## src/rtl/pm_pkg.sv

```systemverilog
package pm_pkg;
  typedef enum logic {
    PM_LEN_ONE = 1'b0,
    PM_LEN_TWO = 1'b1
  } pm_len_e;
endpackage

```

## src/rtl/pm_lane_cmp.sv

```systemverilog
module pm_lane_cmp #(
  parameter int W = 8
) (
  input  logic [W-1:0] byte_i,
  input  logic [W-1:0] pat_i,
  input  logic [W-1:0] ign_i,
  input  logic         ign_en_i,
  output logic         hit_o
);
  always_comb begin
    hit_o = (byte_i == pat_i) || (ign_en_i && (byte_i == ign_i));
  end
endmodule

```

## src/rtl/pm_history.sv

```systemverilog
module pm_history #(
  parameter int W     = 8,
  parameter int DEPTH = 1
) (
  input  logic               clk,
  input  logic               rst_n,
  input  logic               clr_i,
  input  logic               shift_i,
  input  logic [W-1:0]       byte_i,
  output logic [DEPTH*W-1:0] hist_o,
  output logic               full_o
);
  localparam int CW = $clog2(DEPTH + 1);
  localparam logic [CW-1:0] FULL_CNT = CW'(DEPTH);

  logic [CW-1:0] cnt;

  always_ff @(posedge clk or negedge rst_n) begin
    if (!rst_n) begin
      cnt <= '0;
    end else if (clr_i) begin
      cnt <= '0;
    end else if (shift_i && (cnt != FULL_CNT)) begin
      cnt <= cnt + 1'b1;
    end
  end

  assign full_o = (cnt == FULL_CNT);

  for (genvar i = 0; i < DEPTH; i++) begin : g_stage
    logic [W-1:0] nxt;
    if (i == DEPTH - 1) begin : g_top
      assign nxt = byte_i;
    end else begin : g_mid
      assign nxt = hist_o[(i+1)*W +: W];
    end
    always_ff @(posedge clk or negedge rst_n) begin
      if (!rst_n) begin
        hist_o[i*W +: W] <= '0;
      end else if (shift_i) begin
        hist_o[i*W +: W] <= nxt;
      end
    end
  end

  // clear empties the history count
  assert_clr_empties_R9: assert property (@(posedge clk) disable iff (!rst_n)
    clr_i |=> (cnt == '0));
  // no accepted byte, no change
  assert_hist_stable_R10: assert property (@(posedge clk) disable iff (!rst_n)
    !shift_i |=> $stable(hist_o));
endmodule

```

## src/rtl/pm_abort_detector.sv

```systemverilog
module pm_abort_detector
  import pm_pkg::*;
#(
  parameter int BYTE_W    = 8,
  parameter int PAT_BYTES = 2
) (
  input  logic                          clk,
  input  logic                          rst_n,
  input  logic                          clr_i,
  input  logic                          pm_en_i,
  input  logic                          len_sel_i,
  input  logic [BYTE_W*PAT_BYTES-1:0]   pattern_i,
  input  logic                          ign_en_i,
  input  logic [BYTE_W-1:0]             ign_byte_i,
  input  logic                          in_valid_i,
  input  logic [BYTE_W-1:0]             in_data_i,
  output logic                          in_ready_o,
  output logic                          match_o,
  output logic                          chan_en_clr_o
);
  localparam int HIST = PAT_BYTES - 1;

  logic                     accept;
  logic                     halted;
  logic                     match_q;
  logic                     hist_full;
  logic [HIST*BYTE_W-1:0]   hist;
  logic [PAT_BYTES-1:0]     lane_hit;
  logic                     single_hit;
  logic                     raw_match;
  pm_len_e                  len_mode;

  assign len_mode   = pm_len_e'(len_sel_i);
  assign in_ready_o = !halted && !clr_i;
  assign accept     = in_valid_i && in_ready_o;

  pm_history #(.W(BYTE_W), .DEPTH(HIST)) u_hist (
    .clk     (clk),
    .rst_n   (rst_n),
    .clr_i   (clr_i),
    .shift_i (accept),
    .byte_i  (in_data_i),
    .hist_o  (hist),
    .full_o  (hist_full)
  );

  for (genvar k = 0; k < PAT_BYTES; k++) begin : g_lane
    logic [BYTE_W-1:0] win_byte;
    if (k == PAT_BYTES - 1) begin : g_cur
      assign win_byte = in_data_i;
    end else begin : g_old
      assign win_byte = hist[k*BYTE_W +: BYTE_W];
    end
    pm_lane_cmp #(.W(BYTE_W)) u_cmp (
      .byte_i   (win_byte),
      .pat_i    (pattern_i[k*BYTE_W +: BYTE_W]),
      .ign_i    (ign_byte_i),
      .ign_en_i (ign_en_i),
      .hit_o    (lane_hit[k])
    );
  end

  pm_lane_cmp #(.W(BYTE_W)) u_single (
    .byte_i   (in_data_i),
    .pat_i    (pattern_i[BYTE_W-1:0]),
    .ign_i    (ign_byte_i),
    .ign_en_i (ign_en_i),
    .hit_o    (single_hit)
  );

  always_comb begin
    if (len_mode == PM_LEN_TWO) raw_match = hist_full && (&lane_hit);
    else                        raw_match = single_hit;
  end

  always_ff @(posedge clk or negedge rst_n) begin
    if (!rst_n) begin
      match_q <= 1'b0;
      halted  <= 1'b0;
    end else if (clr_i) begin
      match_q <= 1'b0;
      halted  <= 1'b0;
    end else begin
      match_q <= accept && pm_en_i && raw_match;
      if (accept && pm_en_i && raw_match) halted <= 1'b1;
    end
  end

  assign match_o       = match_q;
  assign chan_en_clr_o = match_q;

  assert_pulse_one_cycle_R7: assert property (@(posedge clk) disable iff (!rst_n)
    match_o |=> !match_o);
  assert_no_match_disabled_R2: assert property (@(posedge clk) disable iff (!rst_n)
    match_o |-> $past(pm_en_i));
  assert_halt_blocks_R8: assert property (@(posedge clk) disable iff (!rst_n)
    match_o |-> !in_ready_o);
  assert_two_byte_fill_R5: assert property (@(posedge clk) disable iff (!rst_n)
    (match_o && $past(len_sel_i)) |-> $past(hist_full));
  assert_match_needs_accept_R8: assert property (@(posedge clk) disable iff (!rst_n)
    match_o |-> ($past(in_valid_i) && $past(in_ready_o)));
endmodule

```

## config.mk

```make
export PLATFORM = sky130hd
export DESIGN_NAME = pm_abort_detector
export DESIGN_NICKNAME = d
export VERILOG_FILES = /design/src/rtl/pm_pkg.sv /design/src/rtl/pm_lane_cmp.sv /design/src/rtl/pm_history.sv /design/src/rtl/pm_abort_detector.sv
export SDC_FILE = /design/constraint.sdc
export NUM_CORES = 1
export LEC_CHECK = 0
export ABC_AREA = 1
export BUFFER_PORTS_ARGS = -buffer_cell sky130_fd_sc_hd__buf_2
export CAP_MARGIN = 15
export CORE_MARGIN = 2
export CORE_UTILIZATION = 51
export DETAILED_ROUTE_END_ITERATION = 8
export PLACE_DENSITY = 0.84
export SETUP_SLACK_MARGIN = 0.1
export SYNTH_ARGS = -nofsm -noshare
export SYNTH_HDL_FRONTEND = slang
export SYNTH_SLANG_ARGS = --single-unit
```

## constraint.sdc

```tcl
create_clock -name clk -period 3.4 [get_ports clk]
set_clock_uncertainty 0.2 [all_clocks]
set_input_delay 0.68 -clock clk [delete_from_list [all_inputs] [get_ports clk]]
set_output_delay 0.68 -clock clk [all_outputs]
set_load 0.02 [all_outputs]
```

### Word-level counts from Yosys, hierarchy flattened

Index checks and enable logic that the tools add are counted.

| word-level totals | value |
|---|---|
| register bits | 11 |
| bits in latches | 0 |
| RAM bits | 0 |
| bits in read-only memories | 0 |
| bits of input ports | 39 |
| output and inout bits | 3 |
| logic and storage cells | 33 |
| memories | 0 |

| operators by class | value |
|---|---|
| $add $sub $neg | 1 |
| multipliers | 0 |
| divide/modulo/power cells | 0 |
| order comparisons | 0 |
| equality and inequality tests | 5 |
| shift operators | 0 |
| mux-type cells | 6 |
| bitwise logic cells | 1 |
| reduce and logical (&&, ||, !) cells | 16 |

Operator list:

| kind | count |
|---|---|
| equality test 8 bit | 5 |
| logical AND 1 bit | 8 |
| two-way mux 1 bit | 6 |
| nonzero test 2 bit | 2 |
| logical OR 1 bit | 3 |
| zero test 1 bit | 2 |
| AND reduction 2 bit | 1 |
| adder 1 bit (second input constant) | 1 |
| NOT 1 bit | 1 |

### Longest topological paths before layout

| logic depth | value |
|---|---|
| depth in word-level cells | 9 |
| mapped depth | 12 |
| gate-level depth less buffers | 12 |

### Cells and area by module

Synthesis repeated with hierarchy kept, for this count alone.

| unflattened totals | value |
|---|---|
| cell total of the unflattened synthesis | 214 |
| area, all modules | 1256.2 um^2 |

Modules (own cells, without submodules):

| module | instances | cells an instance | area each (um^2) | sequential area each (um^2) |
|---|---|---|---|---|
| pm_lane_cmp | 3 | 53 | 264.0 | 0.0 |
| pm_history | 1 | 37 | 337.8 | 225.2 |
| pm_abort_detector | 1 | 18 | 126.4 | 50.0 |

### Least setup slack after synthesis

Ideal clock, no wire load.

| path | value |
|---|---|
| kind | in2reg |
| start | input clr_i |
| end | register u_hist.hist_o[0] |
| setup time | 0.131 ns |
| arrival | 1.606 ns |
| required time | 3.069 ns |
| setup slack | 1.463 ns |
| stages on the path | 5 |
| path buffers | 1 |
| path through | nor2_1 nand2_1 clkbuf_1 nand2_1 o21ai_0 |

| between the ends | value |
|---|---|
| word-level cells in the longest chain between the ends | 3 |

RTL lines:

| item | line | source |
|---|---|---|
| start: declaration | pm_abort_detector.sv:9 | `input logic clr_i,` |
| zero test 1 bit | pm_abort_detector.sv:34 | `assign in_ready_o = !halted && !clr_i;` |
| logical AND 1 bit | pm_abort_detector.sv:34 |  |
| logical AND 1 bit | pm_abort_detector.sv:35 | `assign accept = in_valid_i && in_ready_o;` |
| end signal: indexed assignment | pm_history.sv:41 | `hist_o[i*W +: W] <= nxt;` |
| end: declaration | pm_history.sv:10 | `output logic [DEPTH*W-1:0] hist_o,` |

Every way passes these cells.
A chain may end at the register's enable or synchronous reset.

### Worst setup path after layout

| path | value |
|---|---|
| start | input clr_i |
| end | output in_ready_o |

| between the ends | value |
|---|---|
| word-level cells in the longest chain between the ends | 2 |

RTL lines:

| item | line | source |
|---|---|---|
| zero test 1 bit | pm_abort_detector.sv:34 |  |
| logical AND 1 bit | pm_abort_detector.sv:34 |  |
| end: declaration | pm_abort_detector.sv:17 | `output logic in_ready_o,` |

Every way passes these cells.

==> impl_metrics.ini <==
[status]
status = finished clean

[flow_run]
cap_violations = 0

[cts]
clk_pin_slew_worst_paths_ps = 80
clkLatencyLatePin_ps = 270
cts_setup_buffers = 0
cts_buffer_depth = 2
cts_inserted_buffers = 3
ctsResizeCount = 0
cts_tree = built
cts_hold_buf = 0
clock_sinks = 11
root_buffer = clkbuf_4
h-tree-depth = 1

[finish]
fin_nets = 254
drive_gt1_share_pct = 22.4
area_delta_synth_final_pct = 24.8
fill_cells = 190
antennaDiodeCount = 0

[floorplan]
die_height_um = 48.9
io_pins = 42
design.core.area_um2 = 1920
die_w_um = 48.9
rows = 16
die_area_um2 = 2390
start_util_pct = 53.4

[logic_synthesis]
yosysSeqAreaShare_pct = 26.8
postSynthNetCount = 210
netlist_area_um2 = 1030
ys_ff_latch = 11
synthesis.instances = 171
synth.area.top_cells = dfrtp_1 (27%), nand2_1 (26%), xnor2_1 (15%)
yosys.area.top_type = dfrtp_1
ys_types = 16
yosysWarnings = 0
avgSynthCellArea_um2 = 6.00
yosys.area.top_type_share_pct = 26.8

[route]
drt-pass1-iter-count = 4
dr.max_layer_used = met4
wl_met2_mm = 1.23
via_per_inst = 4.86
routed-wl-met3_um = 181
routed_wl_mm = 2.51
vias = 1171
wl_met1_mm = 1.06
drt_iter0_drc = 38
ant_nets = 0
wl_per_cell_um = 10.4
drc_errors = 0

[place]
pre_cts_ws_ps = 1390
hpwl_mm = 2.11
place.gp.congestion = 0.870
numPortBuffers = 41

[sta]
fin_tns_setup_ps = 0
setup-violations-final = 0
timing.final.ws_setup_ps = 1390
fmax_mhz = 498
drv_slew = 0
relSlewSlack_pct = 66.8
worst_slew_pin_slew_ps = 497
finalCriticalPeriod_ps = 2010
rsz0062_at_grt = no
hold_violations = 0
finalCritPeriodShare_pct = 59.1

[grt]
grt_pass1_wl_mm = 4.26
grt_pass1_vias = 1072
grt_overflow = 0
antenna_found_initial = 0
grt_max_degree = 18
grtUsageTotal_pct = 22.9

[critical_path]
reg2reg_from = u_hist.hist_o[7]
max_stage_delay_ps = 190
required_ps = 2520
critPathLaunch = clr_i
critPathKind = input port to primary output
arrival_ps = 1130
crit_fanout = 3
slowest_stage = buf_2
worstPathCellList = buf_2, nor2_1, buf_2
path_common_cell = buf_2
startpoint_type = input port
crit_path_end_kind = primary output

[worst_hold_path]
hold_class = input port to async pin

[power_and_ir_drop]
ir_drop_mv = 0.230
p_per_area_nw_per_um2 = 305
p_leak_nw = 0.747
sequential cells by signal, indices dropped and copies added, names as in the netlist:
name / flops
halted: 1
u_hist.hist_o: 8
chan_en_clr_o: 1
u_hist.full_o: 1
final timing paths:
kind / end / slack (ps) / depth (start not counted)
max: in_ready_o / 1390 / 3
min reg2reg: u_hist.full_o / 300 / 2
min: u_hist.hist_o[0] / 70 / 1
max reg2reg: halted / 1940 / 10
min in group clk: u_hist.full_o / 300 / 2
max in group asynchronous: chan_en_clr_o / 2720 / 1
cell usage after synthesis:
master / instances
nand2_2: 1
nand2_1: 72
nand4_1: 3
o21ai_0: 9
xnor2_1: 18
nand3_1: 7
or2_1: 1
clkbuf_1: 1
or2_0: 2
nor2_1: 16
inv_2: 3
dfrtp_1: 11
inv_1: 22
xor2_1: 3
buf_4: 1
a21boi_0: 1
area by class of cell:
class	count	area (µm²)	share of cell area, %
tap	27	33.8	2.64
timing repair buffer	41	205	16.0
sequential	11	275	21.5
multi-input combinational	133	646	50.4
clock buffer	4	26.3	2.05
inverter	25	93.8	7.33
where the power goes:
part           total [mW]  leakage [nW]  switching (mW)  internal [mW]
registers           0.162         0.139          0.0162          0.146
logic               0.137         0.593          0.0731         0.0635
clock network      0.0920        0.0150          0.0466         0.0454
worst max-delay path, delay by kind of cell:
| family | cells | cell delay (ps) |
|---|---|---|
| buffers and inverters | 2 | 290 |
| and+or+nand+nor | 1 | 150 |
metrics by stage:
step / area [µm²] / power, mW / cells / hold slack, ps / util (%)
after floorplan: 1030 / 0.247 / 171 / 184 / -
after global placement: 1250 / 0.296 / 237 / 265 / 65.2
after detailed placement: 1250 / 0.301 / 237 / 276 / 65.2
after CTS: 1280 / 0.392 / 241 / 80.6 / 66.6
after global routing: 1280 / 0.420 / 241 / 93.2 / 66.6
final: 1280 / 0.391 / 241 / 66.5 / 66.6
routing by layer:
layer  global-route usage [%]  vias up
met5                        0        -
met4                     8.10        0
met3                     4.29        4
met2                     42.7       55
met1                     25.7      518
li1                         -      594
cells by family (layout without fill, tap and decap cells):
group	count (synthesis)	in the layout	synth area share, %
DFF	11	11	26.8
buffers and inverters	27	70	10.2
AOI/OAI and AO/OA	10	10	5.12
xor gates and xnor gates	21	21	17.9
and+or+nand+nor	102	102	39.9
cells in the final DEF, fill, tap and decap left out:
master    count
xor2_1        3
nor2_1       16
nand3_1       7
nand2_1      72
clkbuf_4      3
nand4_1       3
dfrtp_1      11
inv_1        22
xnor2_1      18
clkbuf_1      1
a21boi_0      1
inv_2         3
or2_1         1
buf_2        41
nand2_2       1
or2_0         2
o21ai_0       9
(Power assumes the default switching activity.)
